File: src/rtl/slr_pkg.sv
package slr_pkg;
    typedef enum logic [1:0] {
        ST_IDLE   = 2'd0,
        ST_PRIME  = 2'd1,
        ST_STREAM = 2'd2
    } slr_state_e;
endpackage

File: src/rtl/slr_hdr_reg.sv
module slr_hdr_reg #(
    parameter int IDX_W = 6,
    parameter int CNT_W = 4
) (
    input  logic             clk,
    input  logic             rst_n,
    input  logic             load,
    input  logic             hdr_raw,
    input  logic             hdr_lossy,
    input  logic [IDX_W-1:0] hdr_start,
    input  logic [CNT_W-1:0] hdr_cnt_m1,
    input  logic             fill_pred,
    output logic             lossy_q,
    output logic             pred_q,
    output logic [IDX_W-1:0] start_q,
    output logic [IDX_W:0]   gap_end_q
);
    localparam int EW = IDX_W + 1;

    always_ff @(posedge clk) begin
        if (!rst_n) begin
            lossy_q   <= 1'b0;
            pred_q    <= 1'b0;
            start_q   <= '0;
            gap_end_q <= '0;
        end else if (load) begin
            lossy_q   <= !hdr_raw && hdr_lossy;
            pred_q    <= fill_pred;
            start_q   <= hdr_start;
            gap_end_q <= EW'(hdr_start) + EW'(hdr_cnt_m1) + EW'(1);
        end
    end

    // block configuration only changes on a header load
    p_cfg_held_r9: assert property (@(posedge clk) disable iff (!rst_n)
        !load |=> ($stable(pred_q) && $stable(lossy_q) && $stable(gap_end_q)));
endmodule

File: src/rtl/slr_gap_window.sv
module slr_gap_window #(
    parameter int IDX_W = 6
) (
    input  logic             lossy,
    input  logic [IDX_W-1:0] start,
    input  logic [IDX_W:0]   gap_end,
    input  logic [IDX_W-1:0] idx,
    output logic             in_gap
);
    always_comb begin
        in_gap = lossy && (idx >= start) && ({1'b0, idx} < gap_end);
    end
endmodule

File: src/rtl/slr_fill_hold.sv
module slr_fill_hold #(
    parameter int SYM_W = 16
) (
    input  logic             clk,
    input  logic             rst_n,
    input  logic             capture,
    input  logic [SYM_W-1:0] cap_data,
    input  logic             set_hold,
    input  logic             take_hold,
    input  logic             use_pred,
    output logic [SYM_W-1:0] fill_val,
    output logic             hold_vld,
    output logic [SYM_W-1:0] hold_val
);
    logic [SYM_W-1:0] pred_r;

    always_ff @(posedge clk) begin
        if (!rst_n) begin
            pred_r   <= '0;
            hold_vld <= 1'b0;
        end else begin
            if (capture) pred_r <= cap_data;
            if (set_hold)       hold_vld <= 1'b1;
            else if (take_hold) hold_vld <= 1'b0;
        end
    end

    always_comb begin
        fill_val = use_pred ? pred_r : '0;
        hold_val = pred_r;
    end

    // the held predictor is captured once and released before the next capture
    p_single_hold_r6: assert property (@(posedge clk) disable iff (!rst_n)
        set_hold |-> !hold_vld);
    // the held symbol is released exactly once
    p_hold_release_r6: assert property (@(posedge clk) disable iff (!rst_n)
        take_hold |=> !hold_vld);
endmodule

File: src/rtl/symbol_gap_filler.sv
module symbol_gap_filler
    import slr_pkg::*;
#(
    parameter int SYM_W   = 16,
    parameter int NUM_SYM = 64,
    parameter int CNT_W   = 4,
    localparam int IDX_W  = $clog2(NUM_SYM)
) (
    input  logic             clk,
    input  logic             rst_n,
    input  logic             fill_pred,
    input  logic             hdr_valid,
    output logic             hdr_ready,
    input  logic             hdr_raw,
    input  logic             hdr_lossy,
    input  logic [IDX_W-1:0] hdr_start,
    input  logic [CNT_W-1:0] hdr_cnt_m1,
    input  logic             in_valid,
    output logic             in_ready,
    input  logic [SYM_W-1:0] in_data,
    output logic             out_valid,
    input  logic             out_ready,
    output logic [SYM_W-1:0] out_data,
    output logic             out_last
);
    localparam logic [IDX_W-1:0] LAST_IDX = IDX_W'(NUM_SYM - 1);

    slr_state_e       state, state_d;
    logic [IDX_W-1:0] idx, idx_d;
    logic             load, need_prime, fire;
    logic             lossy_q, pred_q, in_gap;
    logic [IDX_W-1:0] start_q;
    logic [IDX_W:0]   gap_end_q;
    logic             capture, set_hold, take_hold, hold_vld;
    logic [SYM_W-1:0] fill_val, hold_val;

    assign load       = hdr_valid && (state == ST_IDLE);
    assign need_prime = !hdr_raw && hdr_lossy && fill_pred && (hdr_start == '0);

    slr_hdr_reg #(.IDX_W(IDX_W), .CNT_W(CNT_W)) u_hdr (
        .clk(clk), .rst_n(rst_n), .load(load),
        .hdr_raw(hdr_raw), .hdr_lossy(hdr_lossy),
        .hdr_start(hdr_start), .hdr_cnt_m1(hdr_cnt_m1), .fill_pred(fill_pred),
        .lossy_q(lossy_q), .pred_q(pred_q), .start_q(start_q), .gap_end_q(gap_end_q)
    );

    slr_gap_window #(.IDX_W(IDX_W)) u_win (
        .lossy(lossy_q), .start(start_q), .gap_end(gap_end_q),
        .idx(idx), .in_gap(in_gap)
    );

    slr_fill_hold #(.SYM_W(SYM_W)) u_fill (
        .clk(clk), .rst_n(rst_n), .capture(capture), .cap_data(in_data),
        .set_hold(set_hold), .take_hold(take_hold), .use_pred(pred_q),
        .fill_val(fill_val), .hold_vld(hold_vld), .hold_val(hold_val)
    );

    // state register
    always_ff @(posedge clk) begin
        if (!rst_n) begin
            state <= ST_IDLE;
            idx   <= '0;
        end else begin
            state <= state_d;
            idx   <= idx_d;
        end
    end

    // next state
    always_comb begin
        state_d = state;
        idx_d   = idx;
        unique case (state)
            ST_IDLE: begin
                if (hdr_valid) begin
                    state_d = need_prime ? ST_PRIME : ST_STREAM;
                    idx_d   = '0;
                end
            end
            ST_PRIME: begin
                if (in_valid) state_d = ST_STREAM;
            end
            ST_STREAM: begin
                if (fire) begin
                    if (idx == LAST_IDX) begin
                        state_d = ST_IDLE;
                        idx_d   = '0;
                    end else begin
                        idx_d = idx + IDX_W'(1);
                    end
                end
            end
            default: state_d = ST_IDLE;
        endcase
    end

    // outputs
    always_comb begin
        hdr_ready = 1'b0;
        in_ready  = 1'b0;
        out_valid = 1'b0;
        out_data  = '0;
        out_last  = 1'b0;
        fire      = 1'b0;
        capture   = 1'b0;
        set_hold  = 1'b0;
        take_hold = 1'b0;
        unique case (state)
            ST_IDLE: hdr_ready = 1'b1;
            ST_PRIME: begin
                in_ready = 1'b1;
                capture  = in_valid;
                set_hold = in_valid;
            end
            ST_STREAM: begin
                if (in_gap) begin
                    out_valid = 1'b1;
                    out_data  = fill_val;
                end else if (hold_vld) begin
                    out_valid = 1'b1;
                    out_data  = hold_val;
                end else begin
                    out_valid = in_valid;
                    out_data  = in_data;
                    in_ready  = out_ready;
                end
                out_last  = (idx == LAST_IDX);
                fire      = out_valid && out_ready;
                take_hold = fire && !in_gap && hold_vld;
                capture   = fire && !in_gap && !hold_vld && (idx == '0);
            end
            default: ;
        endcase
    end

    // no second header while a block is in flight
    p_hdr_block_r1: assert property (@(posedge clk) disable iff (!rst_n)
        (hdr_valid && hdr_ready) |=> !hdr_ready);
    // accepting the last symbol ends the block
    p_last_return_r7: assert property (@(posedge clk) disable iff (!rst_n)
        (out_valid && out_ready && out_last) |=> hdr_ready);
    // a gap position never takes input
    p_gap_no_input_r3: assert property (@(posedge clk) disable iff (!rst_n)
        (state == ST_STREAM && in_gap) |-> !in_ready);
    // zero policy emits zero in the gap
    p_zero_fill_r4: assert property (@(posedge clk) disable iff (!rst_n)
        (out_valid && in_gap && !pred_q) |-> (out_data == '0));
    // nothing is emitted while the predictor is being fetched
    p_prime_silent_r6: assert property (@(posedge clk) disable iff (!rst_n)
        (state == ST_PRIME) |-> !out_valid);
    // a stalled output takes no input and keeps its position
    p_stall_hold_r8: assert property (@(posedge clk) disable iff (!rst_n)
        (state == ST_STREAM && out_valid && !out_ready) |-> (!in_ready ##1 $stable(idx)));
endmodule

File: config.mk
export PLATFORM = sky130hd
export DESIGN_NAME = symbol_gap_filler
export DESIGN_NICKNAME = d
export VERILOG_FILES = /design/src/rtl/slr_pkg.sv /design/src/rtl/slr_hdr_reg.sv /design/src/rtl/slr_gap_window.sv /design/src/rtl/slr_fill_hold.sv /design/src/rtl/symbol_gap_filler.sv
export SDC_FILE = /design/constraint.sdc
export NUM_CORES = 1
export LEC_CHECK = 0
export BUFFER_PORTS_ARGS = -buffer_cell sky130_fd_sc_hd__buf_4
export CAP_MARGIN = 20
export CORE_MARGIN = 1.5
export CORE_UTILIZATION = 55
export CTS_CLUSTER_DIAMETER = 150
export DETAILED_ROUTE_END_ITERATION = 16
export GPL_TIMING_DRIVEN = 0
export PLACE_DENSITY = 0.78
export SKIP_CTS_REPAIR_TIMING = 1
export SLEW_MARGIN = 20
export SYNTH_ARGS = -nofsm -noshare
export SYNTH_HDL_FRONTEND = slang
export SYNTH_SLANG_ARGS = --single-unit
File: constraint.sdc
create_clock -name clk -period 5.6 [get_ports clk]
set_clock_uncertainty 0.1 [all_clocks]
set_input_delay 0.56 -clock clk [delete_from_list [all_inputs] [get_ports clk]]
set_output_delay 0.56 -clock clk [all_outputs]
set_load 0.005 [all_outputs]
======== Yosys cells after proc, flatten, opt, wreduce, memory -nomap -nowiden ========
Index checks and enable logic that the tools add are counted.
word-level totals
  register bits after elaboration ......... 40
  output and inout port bits .............. 20
  logic and storage cells ................. 70
  input bits .............................. 34
operators by class
  reduce and logical (&&, ||, !) cells .... 21
  mux-type cells .......................... 29
  eq/ne operators ......................... 7
  $lt $le $gt $ge ......................... 2
  $add $sub $neg .......................... 3
operators with widths
  operator             number
  $mux 16              4
  $mux 6               3
  $mux 1               13
  $logic_not 6->1      2
  $pmux 6 s2           1
  $logic_and 1x1->1    11
  $mux 2               5
  $ne 2x2->1 const B   4
  $add 6x4->7          1
  $add 7x1->7 const B  1
  $lt 6x7->1           1
  $add 6x1->6 const B  1
  $eq 6x6->1 const B   1
  $ge 6x6->1           1
  $pmux 2 s3           1
  $pmux 1 s2           2
  $reduce_and 4->1     1
  $reduce_bool 2->1    2
  $logic_not 1->1      3
  $reduce_and 3->1     1
  $eq 2x1->1 const B   1
  $eq 2x2->1 const B   1
  $logic_not 2->1      1

======== Longest topological paths before layout ========
  depth in word-level cells ............... 11
  gate-level depth with buffers ........... 10

======== By module ========
From an unflattened synthesis, not the netlist that was laid out.
unflattened totals
  cells, all modules ...................... 348
  area total of the unflattened synthesis .. 2965.3 um^2
by module, submodules not included
  module             cells an instance  area each (um^2)  instances
  symbol_gap_filler  156                1127.3            1
  slr_hdr_reg        82                 799.5             1
  slr_fill_hold      71                 753.2             1
  slr_gap_window     39                 285.3             1

======== Worst setup path after synthesis ========
OpenSTA, ideal clock, no wires.
  path type ............................... register to output
  from .................................... register idx[0]
  to ...................................... output out_data[10]
  required time ........................... 4.940 ns
  data arrival time ....................... 2.072 ns
  slack ................................... 2.868 ns
  cell stages (with the launch flop) ...... 10
  path through ............................ dfxtp_1 -> inv_1 -> ha_1 -> nand2b_4 -> a21oi_2 -> o221ai_4 -> and2_4 -> mux2_4 -> buf_6 -> a32o_1
between the ends
  longest elaborated chain between the ends .. 5
ends and longest elaborated chain
  item                    line                      text
  start, declared         symbol_gap_filler.sv:29   logic [IDX_W-1:0] idx, idx_d;
  start signal, assigned  symbol_gap_filler.sv:65   idx <= idx_d;
  $ge 6x6->1              slr_gap_window.sv:11      in_gap = lossy && (idx >= start) && ({1'b0, idx} < gap_end);
  $logic_and 1x1->1       slr_gap_window.sv:11
  $logic_and 1x1->1 *     slr_gap_window.sv:11
  $mux 16 *               symbol_gap_filler.sv:116  if (in_gap) begin
  $mux 16 *               symbol_gap_filler.sv:108  unique case (state)
  end, declared           symbol_gap_filler.sv:23   output logic [SYM_W-1:0] out_data,
Every way passes the cells marked *; elsewhere a longest branch is shown, timed or not.

======== Worst setup path in the final report ========
  from .................................... register idx[0]
  to ...................................... output out_data[14]
The elaborated chain is that of the path after synthesis.

==> run summary <==
status: finished clean
Max H-tree Level: 2
final net count: 417
PD cells: 295 nW/um^2
First-pass DRT Iterations: 4
DRC errors left: 0
startpoint types: flop
CP max stage delay: 0.43 ns
HP Class: flop to flop
maximum clock frequency: 0.296 GHz
I/O pins: 54
Die W: 71.4 um
Root Buffer: clkbuf_8
Syn Inst Count: 303
Worst Setup End Kind: output pin
CP max-delay cell: dfxtp_1
Mapped Area: 2570 um^2
post-route ant nets: 0
CTS clk-pin slew, worst paths: 0.08 ns
Die ar.: 5090 um^2
WL/cell: 15.0 um
slew at the pin with the worst max-slew slack: 0.568 ns
layout cells sized above 1: 21.2%
setup TNS: 0 ns
CTS tree: built
hold slack: 0.369 ns
clk sinks: 40
Cell variety after synth: 48
buffer depth of the longest clock path: 2
number of port buffers: 52
post-layout util: 71.4%
Pleak: 1.42 nW
Yosys reg bits: 40
dpl cells: 407
largest net degree at the start of global routing: 13
Final Max Slew Viols: 0
starting density of the core: 58.2%
Mapped Avg Cell Area: 8.49 um^2
maximum vdd drop: 0.154 mV
Final Critical Period: 3.38 ns
RSZ-0062 raised after global routing: false
CP bufs+invs: 3
Clock Latency Late Sink: 0.29 ns
vias per inst: 5.76
Worst EP required: 4.94 ns
Ys Warns: 0
CP Cell Sequence: inv_1 > ha_1 > nand2b_4 > a21oi_2 > o221ai_4 > and2_4 > mux2_4 > buf_6 > a32o_1 > buf_4
Die Height: 71.4 um
vias in the first global route: 2,283
total wire length: 6220 um
Non-Filler Instances: 415
design area: 3150 um^2
global route overflow: 0
asr flop ratio synth: 0%
Layout area overhead: 22.6%
DR vias: 2,390
Final period util: 60.3%
post-synth net total: 358
Setup CP Type: flop to output pin
Final Hold Viols: 0
first-pass GRT wire length: 10,100 um
Post-synth EDFFs: 0
CP Max Fanout: 10
Critical Path AT: 2.72 ns
Relative slew margins: 61.9%
CTS Buf Count: 5
Area after DPL: 3030 um^2
Yosys top cell by area: dfxtp_1
final setup fails: 0
MaxCap Viol Count: 0
CP top delay family: compound AO/OA/AOI/OAI gates
Area contributors post-synth: dfxtp_1, nand2_1, ha_1
gr usage total: 25.2%
share of the synthesized area in the top cell type: 31.1%
diodes inserted: 0
row cnt: 24
HPWL Detailed: 4630 um
DR iter-0 viols: 169
Placer Congestion: 0.883
core area: 4410 um^2
initial antenna violation count: 0
sequential area share after synthesis: 31.1%
dominant synthesized flop cell: dfxtp_1
[per-layer routing]
layer / global-route usage (%) / vias up / wire length (um)
li1: - / 1184 / -
met3: 5.34 / 7 / 304
met2: 44.3 / 67 / 3110
met5: 0 / - / 0
met4: 6.50 / 0 / 53
met1: 31.4 / 1132 / 2750
[placed cells by master, fill, tap and decap left out, drive strengths merged, types with 3 or more instances in the layout]
cell type  Yosys  routed
nand2         69      69
buf            3      55
dfxtp         40      40
inv           24      24
ha            20      20
clkbuf        13      20
mux2i         17      17
a32o          16      16
a21oi         14      14
a21boi        11      11
o21ai         11      11
nor2           7       7
nand3          6       6
nor2b          5       5
o31ai          4       4
and2           4       4
nand2b         4       4
nor3           3       3
nor4           3       3
or4            3       3
[registers in the layout, summed over array words and instances, names as in the netlist]
signal           flops
u_fill.hold_vld      1
idx                  6
u_fill.hold_val     16
u_hdr.pred_q         1
u_hdr.lossy_q        1
u_hdr.start_q        6
u_hdr.gap_end_q      7
state                2
[cell families after synthesis]
family | Yosys count | synth area share [%]
buffers and inverters | 40 | 6.76
xor gates and xnor gates | 3 | 1.02
AOI/OAI and AO/OA | 71 | 23.4
and+or+nand+nor | 110 | 20.0
muxes | 18 | 7.20
DFF | 40 | 31.1
adders and majority gates | 21 | 10.5
[through the flow]
| step | setup WS (ns) | total power [mW] |
|---|---|---|
| floorplan | 2.87 | 0.551 |
| global placement | 2.57 | 0.667 |
| detailed placement | 2.57 | 0.671 |
| CTS | 2.23 | 0.931 |
| global route | 2.09 | 0.982 |
| finish | 2.22 | 0.929 |
[power by group]
part / switching, mW / internal, mW / leakage (nW)
clock: 0.102 / 0.157 / 0.0645
combinational: 0.197 / 0.152 / 1.03
sequential: 0.0148 / 0.306 / 0.325
[cell usage after synthesis, types with 2 or more instances]
cell      number
o211a_1        2
nand2_1       69
a21oi_4        2
a21boi_0      11
nor2b_1        5
dfxtp_1       40
nor4_1         3
and3_1         2
buf_6          3
nand2b_4       2
a32o_1        16
o31ai_1        4
mux2i_1       17
clkbuf_1      12
xor2_1         2
nand3_1        6
and2_1         3
o21ai_1        3
nand2b_1       2
nand4_1        2
nor3_1         3
ha_1          20
o21ai_0        8
nor2_1         7
inv_1         24
or4_1          3
a21oi_1       11
[path summary, 6_finish.rpt]
path	slack [ns]	end	cells after the start	from
max	2.22	out_data[14]	10	idx[0]$_SDFFE_PN0P_
min	0.37	u_hdr.pred_q$_SDFFE_PN0P_	2	u_hdr.pred_q$_SDFFE_PN0P_
max reg2reg	3.16	u_fill.hold_val[8]$_SDFFE_PN0P_	9	idx[0]$_SDFFE_PN0P_
min reg2reg	0.37	u_hdr.pred_q$_SDFFE_PN0P_	2	u_hdr.pred_q$_SDFFE_PN0P_
[final cells by class]
type / count / area [um^2]
Inverter: 24 / 90.1
Timing Repair Buffer: 52 / 390
Sequential cell: 40 / 801
Clock inverter: 1 / 30.0
Clock buffer: 7 / 96.3
Tap cell: 52 / 65.1
Multi-Input combinational cell: 223 / 1600
Buffer: 16 / 83.8
Fill cell: 351 / 1260
[tightest hold or removal path, stage by stage (launching register included)]
cell	delay, ns
dfxtp_1	0.31
nand2_1	0.05
a21boi_0	0.06
Power figures use the tool's default switching activity.
